--- src/rtl/refsel_pkg.sv ---
package refsel_pkg;

    typedef enum logic [1:0] {
        ST_ON_MAIN    = 2'd0,
        ST_ON_BACKUP  = 2'd1,
        ST_QUALIFYING = 2'd2
    } refsel_state_t;

endpackage

--- src/rtl/refsel_edge_sync.sv ---
module refsel_edge_sync #(
    parameter int STAGES = 2
) (
    input  logic clk,
    input  logic rst_n,
    input  logic async_in,
    output logic rise_pulse
);
    localparam int TOP = (STAGES < 2) ? 1 : STAGES - 1;

    logic [TOP:0] sync_q;
    logic         last_q;

    always_ff @(posedge clk or negedge rst_n) begin
        if (!rst_n) begin
            sync_q     <= '0;
            last_q     <= 1'b0;
            rise_pulse <= 1'b0;
        end else begin
            sync_q     <= {sync_q[TOP-1:0], async_in};
            last_q     <= sync_q[TOP];
            rise_pulse <= sync_q[TOP] & ~last_q;
        end
    end
endmodule

--- src/rtl/refsel_gap_counter.sv ---
module refsel_gap_counter #(
    parameter int LOSS_EDGES = 3,
    parameter int GAP_W      = 2
) (
    input  logic clk,
    input  logic rst_n,
    input  logic pri_rise,
    input  logic sec_rise,
    output logic gap_expired
);
    localparam logic [GAP_W-1:0] LIMIT = GAP_W'(LOSS_EDGES);

    logic [GAP_W-1:0] gap_cnt;

    always_ff @(posedge clk or negedge rst_n) begin
        if (!rst_n) begin
            gap_cnt <= '0;
        end else if (pri_rise) begin
            gap_cnt <= '0;
        end else if (sec_rise && gap_cnt != LIMIT) begin
            gap_cnt <= gap_cnt + 1'b1;
        end
    end

    assign gap_expired = (gap_cnt == LIMIT);
endmodule

--- src/rtl/refsel_fsm.sv ---
module refsel_fsm
    import refsel_pkg::*;
#(
    parameter int QUAL_EDGES = 16,
    parameter int QUAL_W     = 5
) (
    input  logic              clk,
    input  logic              rst_n,
    input  logic              pri_rise,
    input  logic              gap_expired,
    output logic              use_secondary,
    output logic              pri_lost,
    output logic [QUAL_W-1:0] qual_cnt
);
    localparam logic [QUAL_W-1:0] QUAL_LAST = QUAL_W'(QUAL_EDGES - 1);

    refsel_state_t    state_q, state_nx;
    logic [QUAL_W-1:0] qual_nx;

    always_comb begin
        state_nx = state_q;
        qual_nx  = qual_cnt;
        unique case (state_q)
            ST_ON_MAIN: begin
                qual_nx = '0;
                if (gap_expired) state_nx = ST_ON_BACKUP;
            end
            ST_ON_BACKUP: begin
                if (pri_rise) begin
                    state_nx = ST_QUALIFYING;
                    qual_nx  = QUAL_W'(1);
                end
            end
            ST_QUALIFYING: begin
                if (pri_rise) begin
                    if (qual_cnt == QUAL_LAST) begin
                        state_nx = ST_ON_MAIN;
                        qual_nx  = '0;
                    end else begin
                        qual_nx = qual_cnt + 1'b1;
                    end
                end else if (gap_expired) begin
                    state_nx = ST_ON_BACKUP;
                    qual_nx  = '0;
                end
            end
            default: begin
                state_nx = ST_ON_MAIN;
                qual_nx  = '0;
            end
        endcase
    end

    always_ff @(posedge clk or negedge rst_n) begin
        if (!rst_n) begin
            state_q  <= ST_ON_MAIN;
            qual_cnt <= '0;
        end else begin
            state_q  <= state_nx;
            qual_cnt <= qual_nx;
        end
    end

    always_ff @(posedge clk or negedge rst_n) begin
        if (!rst_n) begin
            use_secondary <= 1'b0;
            pri_lost      <= 1'b0;
        end else begin
            use_secondary <= (state_nx != ST_ON_MAIN);
            pri_lost      <= (state_nx != ST_ON_MAIN);
        end
    end
endmodule

--- src/rtl/refsel_monitor.sv ---
module refsel_monitor #(
    parameter int SYNC_STAGES = 2,
    parameter int LOSS_EDGES  = 3,
    parameter int QUAL_EDGES  = 16
) (
    input  logic clk_mon,
    input  logic rst_n,
    input  logic pri_clk,
    input  logic sec_clk,
    input  logic manual_pick,
    output logic use_secondary,
    output logic pri_lost
);
    localparam int GAP_W  = $clog2(LOSS_EDGES + 1);
    localparam int QUAL_W = $clog2(QUAL_EDGES + 1);
    localparam int NREF   = 2;

    logic [NREF-1:0]   ref_raw;
    logic [NREF-1:0]   ref_rise;
    logic              pri_rise;
    logic              sec_rise;
    logic              gap_expired;
    logic [QUAL_W-1:0] qual_cnt;
    logic              manual_unused;

    assign ref_raw       = {sec_clk, pri_clk};
    assign manual_unused = manual_pick;

    for (genvar gi = 0; gi < NREF; gi++) begin : g_sync
        refsel_edge_sync #(.STAGES(SYNC_STAGES)) u_sync (
            .clk       (clk_mon),
            .rst_n     (rst_n),
            .async_in  (ref_raw[gi]),
            .rise_pulse(ref_rise[gi])
        );
    end

    assign pri_rise = ref_rise[0];
    assign sec_rise = ref_rise[1];

    refsel_gap_counter #(.LOSS_EDGES(LOSS_EDGES), .GAP_W(GAP_W)) u_gap (
        .clk        (clk_mon),
        .rst_n      (rst_n),
        .pri_rise   (pri_rise),
        .sec_rise   (sec_rise),
        .gap_expired(gap_expired)
    );

    refsel_fsm #(.QUAL_EDGES(QUAL_EDGES), .QUAL_W(QUAL_W)) u_fsm (
        .clk          (clk_mon),
        .rst_n        (rst_n),
        .pri_rise     (pri_rise),
        .gap_expired  (gap_expired),
        .use_secondary(use_secondary),
        .pri_lost     (pri_lost),
        .qual_cnt     (qual_cnt)
    );
endmodule

--- config.mk ---
export PLATFORM = sky130hd
export DESIGN_NAME = refsel_monitor
export DESIGN_NICKNAME = d
export VERILOG_FILES = /design/src/rtl/refsel_pkg.sv /design/src/rtl/refsel_edge_sync.sv /design/src/rtl/refsel_gap_counter.sv /design/src/rtl/refsel_fsm.sv /design/src/rtl/refsel_monitor.sv
export SDC_FILE = /design/constraint.sdc
export NUM_CORES = 1
export LEC_CHECK = 0
export BUFFER_PORTS_ARGS = -buffer_cell sky130_fd_sc_hd__buf_2
export CAP_MARGIN = 10
export CORE_MARGIN = 4
export CORE_UTILIZATION = 35
export DETAILED_ROUTE_END_ITERATION = 10
export SYNTH_ARGS = -nofsm -noshare
export SYNTH_HDL_FRONTEND = slang
export SYNTH_HIERARCHICAL = 1
export SYNTH_SLANG_ARGS = --single-unit
export TNS_END_PERCENT = 20
--- constraint.sdc ---
create_clock -name clk_mon -period 1.95 [get_ports clk_mon]
set_clock_uncertainty 0.05 [all_clocks]
set_input_delay 0.39 -clock clk_mon [delete_from_list [all_inputs] [get_ports clk_mon]]
set_output_delay 0.39 -clock clk_mon [all_outputs]
set_load 0.05 [all_outputs]
## Yosys cells after proc, flatten, opt, wreduce, memory -nomap -nowiden

Index checks and enable logic that the tools add are counted.

- Register bits after elaboration: 18
- Input port bits: 5
- Output and inout port bits: 2
- Logic and storage cells: 40

- Add/subtract/negate cells: 2
- Eq/ne operators: 7
- Muxes and demuxes: 12
- Bitwise logic cells: 4
- Reductions and logical operators: 5

Operators by type and width:

| operator | number |
|---|---|
| $mux W5 | 4 |
| $mux W2 | 6 |
| $pmux W5 S2 | 1 |
| $pmux W2 S3 | 1 |
| $add A5 B1 Y5 const B | 1 |
| $eq A5 B4 Y1 const B | 1 |
| $eq A2 B2 Y1 const B | 2 |
| $ne A2 B2 Y1 const B | 2 |
| $reduce_bool A2 Y1 | 2 |
| $ne A3 B3 Y1 const B | 1 |
| $add A2 B1 Y2 const B | 1 |
| $and A1 B1 Y1 | 2 |
| $eq A2 B1 Y1 const B | 1 |
| $logic_not A2 Y1 | 1 |
| $not A1 Y1 | 2 |
| $reduce_and A2 Y1 | 1 |
| $logic_and A1 B1 Y1 | 1 |

## Logic depth before layout (Yosys ltp)

Gate-level depths: netlist (run 1).

- Depth after elaboration: 5
- Gate-level depth with buffers: 6

## Hierarchy

Netlist (run 1), hierarchy kept.

By module, submodules not included:

| module | times used | cells each | area each (um^2) |
|---|---|---|---|
| refsel_fsm | 1 | 53 | 500.5 |
| refsel_edge_sync | 2 | 5 | 113.9 |
| refsel_gap_counter | 1 | 10 | 123.9 |

## Worst setup path after synthesis (run 1)

OpenSTA, ideal clock, no wires.

- Path type: register to register
- Start point: register u_fsm.state_q[0]
- End point: register u_fsm.pri_lost
- Library setup time: 0.080 ns
- Arrival: 1.388 ns
- Slack: 0.431 ns
- Stages on the path, launching flop included: 7
- Period minus slack after synthesis: 1.519 ns
- Cell sequence: dfrtp_1 -> inv_1 -> ha_1 -> nand2b_1 -> a21bo_1 -> a221o_1 -> o211ai_2

- Word-level cells in the longest chain between the ends: 4
- Elaborated cells between the ends (all ways): 9
- Classes of those cells: eq/ne (2); mux (5); reduce/logical (2)

RTL lines:

| element | RTL line | text |
|---|---|---|
| start: declaration | refsel_fsm.sv:17 | `refsel_state_t state_q, state_nx;` |
| start signal: assignment | refsel_fsm.sv:59 | `state_q <= state_nx;` |
| $mux W2 (on tied branches) | refsel_fsm.sv:26, refsel_fsm.sv:42, refsel_fsm.sv:36 |  |
| $mux W2 | refsel_fsm.sv:35 | `if (pri_rise) begin` |
| $pmux W2 S3 (*) | refsel_fsm.sv:23 | `unique case (state_q)` |
| $reduce_bool A2 Y1 (*) | refsel_fsm.sv:70 | `pri_lost <= (state_nx != ST_ON_MAIN);` |
| end signal: assignment | refsel_fsm.sv:70 |  |
| end: declaration | refsel_fsm.sv:12 | `output logic pri_lost,` |

Mark *: on every way between the ends. The rest lies on a longest branch, timed or not.
A chain may end at the register's enable or synchronous reset.

## Worst setup path in the final report (run 1)

Ends and elaborated chain as after synthesis.

==> run_results.csv, run 1 <==
group,metric,value,unit
place,place.detailed.hpwl,963,µm
logic_synthesis,seq_area_frac_synth,52.9,%
clocking,cts-root-buf,"clkbuf_4",
drt,drtAntennaViolNets,0,
logic_synthesis,syn_avg_cell_area,11.7,µm²
drt,avgRoutedWirePerCell,12.2,µm
final_layout,nNetsFinal,94,
logic_synthesis,synth_edf_count,0,
die,rows,17,
grt,gr-usage-all-layers,9.78,%
critical_path,startpoint_type,"flip-flop",
critical_path,crit_path_max_incr_delay,0.42,ns
grt,grt_pass1_wl,2430,µm
critical_path,required,2.13,ns
logic_synthesis,syn-instance-count,73,
drt,via_per_inst,5.06,
power,powerDensity,1100,nW/µm²
logic_synthesis,synth_flop_cell,"dfrtp_1",
timing,finalSetupViolCount,0,
final_layout,final_core_util,42.2,%
outcome,status,"finished clean",
logic_synthesis,synth.cell_area,852,µm²
power,ir_drop,705,µV
clocking,cts_tree,"yes",
power,p_leak,0.458,nW
critical_path,crit_fanout,7,
critical_path,worst-path-buf-inv,1,
drt,drt_drc_violations_left,0,
clocking,clkLatencyLatePin,0.30,ns
logic_synthesis,ys_top_cells_by_count,"dfrtp_1 (18), o21ai_0 (8), ha_1 (6)",
timing,worst_slew_pin_slew,0.433,ns
critical_path,critPathKind,"flip-flop to flip-flop",
final_layout,n_antenna_cell,0,
timing,hold_violations,0,
clocking,path_clk_slew,0.11,ns
critical_path,worstPathArrival,1.85,ns
timing,final_max_slew_viol_count,0,
timing,period_needed,1.67,ns
drt,postRouteWirelength,1340,µm
hold_path,worstHoldPathType,"input port to flip-flop",
clocking,ctsResizeCount,0,
clocking,cts.path.max_buffers,2,
die,ios,7,
critical_path,crit_family,"compound AO/OA/AOI/OAI gates",
clocking,numCtsBuffers,3,
timing,grt_setup_unrepaired,"false",
final_layout,area_growth,11.6,%
critical_path,crit_path_end_kind,"flip-flop",
logic_synthesis,synthArstFlopShare,100,%
final_layout,fill_cells,229,
run,max_cap_viol_count,0,
place,port_buffers,5,
logic_synthesis,ys_ff_latch,18,
grt,grt_max_degree,19,
grt,overflow,0,
die,start_util,37.8,%
grt,grt_pass1_vias,554,
drt,dr.pass1.iters,4,
die,die_area,3290,µm²
drt,first_iter_violations,12,
die,fp.dieW,57.3,µm
critical_path,critical-path-slowest-cell,"dfrtp_1",
critical_path,path_cells,"inv_1 -> ha_1 -> nand2b_1 -> a21bo_1 -> a221o_1 -> o211ai_2",
logic_synthesis,synth_nets,84,
die,die_h,57.3,µm
clocking,htree_levels,1,
die,core,2250,µm²
place,gp_congestion,0.753,
logic_synthesis,synthTopCellsByArea,"dfrtp_1 (53%), ha_1 (8.8%), nor2b_4 (4.8%), o21ai_0 (4.7%), nand2b_1 (3.7%)",
logic_synthesis,synth_most_common_cell,"dfrtp_1",
clocking,cts_sinks,18,
timing,finalSetupTns,0,ns
clocking,post-cts-setup-buffer-count,0,
logic_synthesis,synthDistinctLibCells,26,
final_layout,post_route_cells_drive_above_1_share,18.3,%
logic_synthesis,synth_top_area_share,52.9,%
logic_synthesis,synth_warnings,6,
grt,antenna_found_initial,0,
drt,vias,557,
logic_synthesis,synth_top_cell_by_area,"dfrtp_1",
timing,slew_headroom,71.1,%
timing,post-route-period-util,85.7,%
timing,fmax,599,MHz
-- state kept, by name, summed over array words and instances, names as in the netlist --
signal                    cells
u_gap/gap_cnt                 2
g_sync.u_sync/last_q          2
u_fsm/state_q                 2
g_sync.u_sync/rise_pulse      2
u_fsm/pri_lost                1
u_fsm/qual_cnt                5
g_sync.u_sync/sync_q          4
-- final timing paths --
check                                           start  cells past startpoint                          to  slack, ns
max in group asynchronous                       rst_n                      2           u_fsm/qual_cnt[1]       1.08
min reg2reg                g_sync[1].u_sync/sync_q[0]                      0  g_sync[1].u_sync/sync_q[1]       0.31
max                                  u_fsm/state_q[0]                      6              u_fsm/pri_lost       0.28
min in group asynchronous                       rst_n                      2           u_fsm/qual_cnt[3]       0.48
max reg2reg                          u_fsm/state_q[0]                      6              u_fsm/pri_lost       0.28
min                                           sec_clk                      1  g_sync[1].u_sync/sync_q[0]       0.15
-- through the flow --
step	cells	power [W]	hold WS, ns	area, µm²	setup slack, ns
floorplan	73	0.000745	0.0444	852	0.431
global placement	105	0.000807	0.289	905	0.329
detailed placement	105	0.000823	0.290	905	0.307
CTS	110	0.00106	0.133	951	0.280
global route	110	0.00113	0.118	951	0.157
finish	110	0.00105	0.150	951	0.279
-- metal layers --
layer	part of all wire [%]	wire, µm	global-route usage [%]	up-vias
met3	5.1	68	4.75	4
li1	-	-	-	275
met4	2.1	28	3.97	0
met2	45	601	13.9	12
met1	48	645	12.7	266
met5	0	0	0	-
-- placed cells by master, fill, tap and decap left out, types with 2 or more instances in the layout --
cell type / count
a21oi_1: 2
buf_2: 5
clkbuf_4: 3
dfrtp_1: 18
ha_1: 6
inv_1: 5
nand2_1: 4
nand2b_1: 5
nor2_1: 4
nor2b_4: 3
o21a_1: 2
o21ai_0: 8
-- report_power, final --
group	switching (W)	leakage, nW	internal (W)
logic	0.000229	0.206	0.000130
registers	0.0000373	0.231	0.000420
clock network	0.000116	0.0210	0.000114
total	0.000382	0.458	0.000663
-- cell type report --
type                       instances  area [µm²]  area share, %
clock buffer                       4        36.3           3.82
sequential                        18         450           47.4
timing repair buffer               6        35.0           3.68
multi-input combinational         49         375           39.5
tap                               28        35.0           3.68
inverter                           5        18.8           1.97
-- cells by family after synthesis --
logic type      count (synthesis)  synth area share [%]
mux                             1                  1.76
fa+ha+maj                       6                  8.81
flops                          18                  52.9
buf+inv                         6                  3.08
simple gates                   23                  18.1
compound gates                 19                  15.4
-- what timing repair did --
item / 4_1_cts / 5_1_grt
setup endpoints to repair: 0 / 0
hold buffers: 1 / 0
endpoints found under the hold margin: 18 / 0
Note: power is estimated with default switching activity, not from simulation.
==> run 2, diff against run 1 <==
--- a/config.mk
+++ b/config.mk
@@ -10,6 +10,7 @@
 export CORE_MARGIN = 4
 export CORE_UTILIZATION = 35
 export DETAILED_ROUTE_END_ITERATION = 10
+export PLACE_DENSITY_LB_ADDON = 0.05
 export SYNTH_ARGS = -nofsm -noshare
 export SYNTH_HDL_FRONTEND = slang
 export SYNTH_HIERARCHICAL = 1
==> run_results.csv, run 2 (synthesized netlist as in run 1, its figures left out) <==
group,metric,value,unit
outcome,status,"finished clean",
critical_path,critPathKind,"flip-flop to flip-flop",
clocking,cts-root-buf,"clkbuf_4",
grt,grt_pass1_vias,539,
clocking,ctsResizeCount,0,
timing,grt_setup_unrepaired,"false",
clocking,clkLatencyLatePin,0.30,ns
critical_path,startpoint_type,"flip-flop",
critical_path,reg2reg_to,"u_fsm/pri_lost",
clocking,cts_tree,"yes",
timing,worst_slew_pin_slew,0.431,ns
place,gp_congestion,0.696,
timing,finalSetupViolCount,0,
grt,grt_pass1_wl,2440,µm
grt,antenna_found_initial,0,
place,port_buffers,5,
critical_path,path_cells,"inv_1 -> ha_1 -> nand2b_1 -> a21bo_1 -> a221o_1 -> o211ai_2",
critical_path,reg2reg_depth,6,
grt,overflow,0,
critical_path,reg2reg_from,"u_fsm/state_q[0]",
final_layout,largest_registers,"u_fsm/qual_cnt: 5 flops, g_sync.u_sync/sync_q: 4 flops",
timing,fmax,588,MHz
drt,postRouteWirelength,1360,µm
final_layout,n_antenna_cell,0,
critical_path,crit_path_end_kind,"flip-flop",
critical_path,crit_path_max_incr_delay,0.42,ns
clocking,cts.path.max_buffers,2,
die,die_area,3290,µm²
grt,grt_max_degree,19,
power,powerDensity,1090,nW/µm²
critical_path,crit_fanout,7,
drt,first_iter_violations,19,
critical_path,reg2reg_slack,0.25,ns
hold_path,worstHoldPathType,"input port to flip-flop",
die,start_util,37.8,%
final_layout,fill_cells,233,
final_layout,nNetsFinal,94,
drt,dr.pass1.iters,4,
final_layout,regMostFlops,"u_fsm/qual_cnt",
die,fp.dieW,57.3,µm
place,place.detailed.hpwl,933,µm
critical_path,crit_family,"compound AO/OA/AOI/OAI gates",
drt,via_per_inst,4.88,
hold_path,hp-start,"sec_clk",
final_layout,area_growth,11.6,%
grt,gr-usage-all-layers,9.77,%
die,ios,7,
final_layout,largest_register_ffs,5,
final_layout,layout_common_cells,"dfrtp_1 (18), o21ai_0 (8), ha_1 (6)",
die,core,2250,µm²
die,die_h,57.3,µm
clocking,path_clk_slew,0.11,ns
drt,drt_drc_violations_left,0,
clocking,htree_levels,1,
timing,finalSetupTns,0,ns
timing,period_needed,1.70,ns
drt,drtAntennaViolNets,0,
timing,post-route-period-util,87.3,%
clocking,cts_sinks,18,
hold_path,hold-path-endpoint,"g_sync[1].u_sync/sync_q[0]",
power,p_leak,0.458,nW
final_layout,final_common_cell,"dfrtp_1",
power,ir_drop,559,µV
final_layout,multi_input_comb_area,375,µm²
timing,slew_headroom,71.3,%
critical_path,worstPathArrival,1.88,ns
critical_path,worst-path-buf-inv,1,
drt,vias,537,
timing,final_max_slew_viol_count,0,
hold_path,holdPathStages,1,
critical_path,required,2.13,ns
final_layout,register_area,450,µm²
die,rows,17,
final_layout,post_route_cells_drive_above_1_share,18.3,%
timing,whs,0.151,ns
critical_path,critical-path-slowest-cell,"dfrtp_1",
clocking,post-cts-setup-buffer-count,0,
drt,avgRoutedWirePerCell,12.4,µm
timing,hold_violations,0,
clocking,numCtsBuffers,3,
run,max_cap_viol_count,0,
clocking,ctsHoldBuffers,1,
run 2: cell counts in the layout (fill, tap and decap cells not counted):
Identical to the previous run, type by type.
run 2: cell type report:
class	instances	share of cell area, %
timing repair buffer	6	3.68
sequential	18	47.4
inverter	5	1.97
multi-input combinational	49	39.5
tap	28	3.68
clock buffer	4	3.82
run 2: power by group:
part / total (W) / internal, W / switching [W]
sequential: 0.000456 / 0.000420 / 0.0000363
clock: 0.000229 / 0.000114 / 0.000115
combinational: 0.000355 / 0.000130 / 0.000225
total: 0.00104 / 0.000663 / 0.000376
run 2: metrics by stage:
step	instances	utilization (%)	total power (W)	setup slack [ns]	area, µm²
final	110	42.2	0.00104	0.248	951
after global routing	110	42.2	0.00113	0.0934	951
after CTS	110	42.2	0.00106	0.248	951
after detailed placement	105	40.1	0.000814	0.276	905
after global placement	105	40.1	0.000812	0.303	905
after floorplan	73	-	0.000745	0.431	852
run 2: metal layers:
layer | share of wire (%) | vias to the layer above | track usage, %
met5 | 0 | - | 0
met4 | 1.2 | 0 | 2.98
met3 | 6.5 | 2 | 4.75
met2 | 42 | 14 | 13.7
met1 | 50 | 249 | 13.2
li1 | - | 272 | -
run 2: worst max path at each step:
| stage | startpoint | to | slack (ns) | cells past startpoint |
|---|---|---|---|---|
| 6_report | u_fsm/state_q[0] | u_fsm/pri_lost | 0.25 | 6 |
| 5_1_grt | u_fsm/state_q[0] | u_fsm/qual_cnt[2] | 0.09 | 6 |
| 4_1_cts | u_fsm/state_q[0] | u_fsm/pri_lost | 0.25 | 6 |
| 3_5_place_dp | u_fsm/state_q[0] | u_fsm/pri_lost | 0.28 | 6 |
| 3_3_place_gp | u_fsm/state_q[0] | u_fsm/pri_lost | 0.30 | 6 |
| 2_1_floorplan | u_fsm/state_q[0] | u_fsm/pri_lost | 0.43 | 6 |
==> run 3, diff against run 2 <==
--- a/config.mk
+++ b/config.mk
@@ -7,6 +7,7 @@
 export LEC_CHECK = 0
 export BUFFER_PORTS_ARGS = -buffer_cell sky130_fd_sc_hd__buf_2
 export CAP_MARGIN = 10
+export CORE_ASPECT_RATIO = 1.4
 export CORE_MARGIN = 4
 export CORE_UTILIZATION = 35
 export DETAILED_ROUTE_END_ITERATION = 10
==> run_results.csv, run 3 (synthesized netlist as in run 1, its figures left out) <==
group,metric,value,unit
critical_path,crit_family,"compound AO/OA/AOI/OAI gates",
final_layout,layout_common_cells,"dfrtp_1 (18), o21ai_0 (8), ha_1 (6)",
final_layout,regMostFlops,"u_fsm/qual_cnt",
timing,final_max_slew_viol_count,0,
drt,via_per_inst,5.31,
timing,finalSetupViolCount,0,
drt,avgRoutedWirePerCell,13.0,µm
drt,postRouteWirelength,1340,µm
grt,overflow,0,
grt,grt_max_degree,19,
critical_path,crit_fanout,7,
outcome,status,"finished clean",
critical_path,reg2reg_from,"u_fsm/state_q[0]",
die,die_area,3300,µm²
drt,drt_drc_violations_left,0,
hold_path,hp-start,"pri_clk",
final_layout,largest_registers,"u_fsm/qual_cnt: 5 flops, g_sync.u_sync/sync_q: 4 flops",
timing,hold_violations,0,
clocking,path_clk_slew,0.10,ns
timing,fmax,590,MHz
critical_path,startpoint_type,"flip-flop",
run,max_cap_viol_count,0,
grt,gr-usage-all-layers,9.58,%
clocking,clkLatencyLatePin,0.28,ns
power,ir_drop,555,µV
timing,grt_setup_unrepaired,"false",
grt,grt_pass1_vias,518,
die,start_util,37.8,%
final_layout,fill_cells,219,
die,die_h,66.4,µm
clocking,cts_sinks,18,
timing,finalSetupTns,0,ns
place,port_buffers,5,
drt,dr.pass1.iters,4,
hold_path,worstHoldPathType,"input port to flip-flop",
critical_path,required,2.11,ns
critical_path,worstPathArrival,1.86,ns
die,fp.dieW,49.7,µm
clocking,numCtsBuffers,3,
critical_path,crit_path_end_kind,"flip-flop",
hold_path,hold-path-endpoint,"g_sync[0].u_sync/sync_q[0]",
timing,post-route-period-util,87.0,%
power,powerDensity,1060,nW/µm²
critical_path,path_cells,"inv_1 -> ha_1 -> nand2b_1 -> a21bo_1 -> a221o_1 -> o211ai_2",
final_layout,largest_register_ffs,5,
grt,antenna_found_initial,0,
power,p_leak,0.451,nW
timing,whs,0.161,ns
clocking,htree_levels,1,
place,place.detailed.hpwl,974,µm
hold_path,holdPathStages,1,
timing,worst_slew_pin_slew,0.468,ns
clocking,ctsResizeCount,0,
drt,first_iter_violations,11,
clocking,cts.path.max_buffers,2,
final_layout,area_growth,9.10,%
critical_path,reg2reg_slack,0.25,ns
final_layout,stdcell_count,103,
critical_path,crit_path_max_incr_delay,0.41,ns
clocking,cts_tree,"yes",
drt,vias,547,
critical_path,critPathKind,"flip-flop to flip-flop",
die,ios,7,
die,rows,20,
final_layout,final_common_cell,"dfrtp_1",
critical_path,reg2reg_to,"u_fsm/pri_lost",
timing,slew_headroom,68.8,%
clocking,cts-root-buf,"clkbuf_4",
critical_path,critical-path-slowest-cell,"dfrtp_1",
place,gp_congestion,0.800,
final_layout,post_route_cells_drive_above_1_share,17.3,%
place,placedCellCount,99,
critical_path,reg2reg_depth,6,
timing,period_needed,1.70,ns
die,core,2250,µm²
grt,grt_pass1_wl,2420,µm
critical_path,worst-path-buf-inv,1,
final_layout,n_antenna_cell,0,
drt,drtAntennaViolNets,0,
final_layout,final_core_util,41.3,%
final_layout,nNetsFinal,94,
run 3: changes by cell type in the layout (fill, tap and decap cells not counted):
| cell | delta |
|---|---|
| clkbuf_8 | -1 |
run 3: worst max-delay path by stage:
stage,from,endpoint,slack [ns],cells after the start
6_report,u_fsm/state_q[0],u_fsm/pri_lost,0.25,6
5_1_grt,u_fsm/state_q[0],u_fsm/qual_cnt[2],0.05,6
4_1_cts,u_fsm/state_q[0],u_fsm/pri_lost,0.26,6
3_5_place_dp,u_fsm/state_q[0],u_fsm/pri_lost,0.29,6
3_3_place_gp,u_fsm/state_q[0],u_fsm/qual_cnt[2],0.28,6
2_1_floorplan,u_fsm/state_q[0],u_fsm/pri_lost,0.43,6
run 3: final cells by class:
type	count	area [µm²]	area share (%)
Clock buffer	3	22.5	2.42
Timing Repair Buffer	6	35.0	3.77
Multi-Input combinational cell	49	375	40.4
Inverter	5	18.8	2.02
Sequential cell	18	450	48.5
Tap cell	22	27.5	2.96
run 3: worst reg2reg max path, stage by stage (launching register included):
cell and delay [ns]:
dfrtp_1 0.41, inv_1 0.11, ha_1 0.30, nand2b_1 0.11
a21bo_1 0.20, a221o_1 0.38, o211ai_2 0.07
run 3: metal layers:
metal	up-vias	global-route usage, %	wire length [µm]
met1	263	12.3	679
met2	6	14.9	603
li1	276	-	-
met3	2	2.71	38
met5	-	0	0
met4	0	4.15	15
run 3: power breakdown:
group	switching (W)	total, W	internal (W)
Combinational	0.000224	0.000354	0.000130
Sequential	0.0000365	0.000456	0.000420
Clock	0.000102	0.000174	0.0000715
run 3: timing repair:
item / in CTS / in global routing
setup endpoints to repair: 0 / 0
endpoints found under the hold margin: 18 / 0
hold buffers: 1 / 0
buffers inserted: 0 / 0
run 3: per-stage QoR:
step           setup WS, ns  area (µm²)  power [W]
3_3_place_gp          0.278         897   0.000821
3_5_place_dp          0.291         897   0.000820
4_1_cts               0.257         930   0.000998
5_1_grt              0.0512         930    0.00106
6_report              0.254         930   0.000983
2_1_floorplan         0.431         852   0.000745
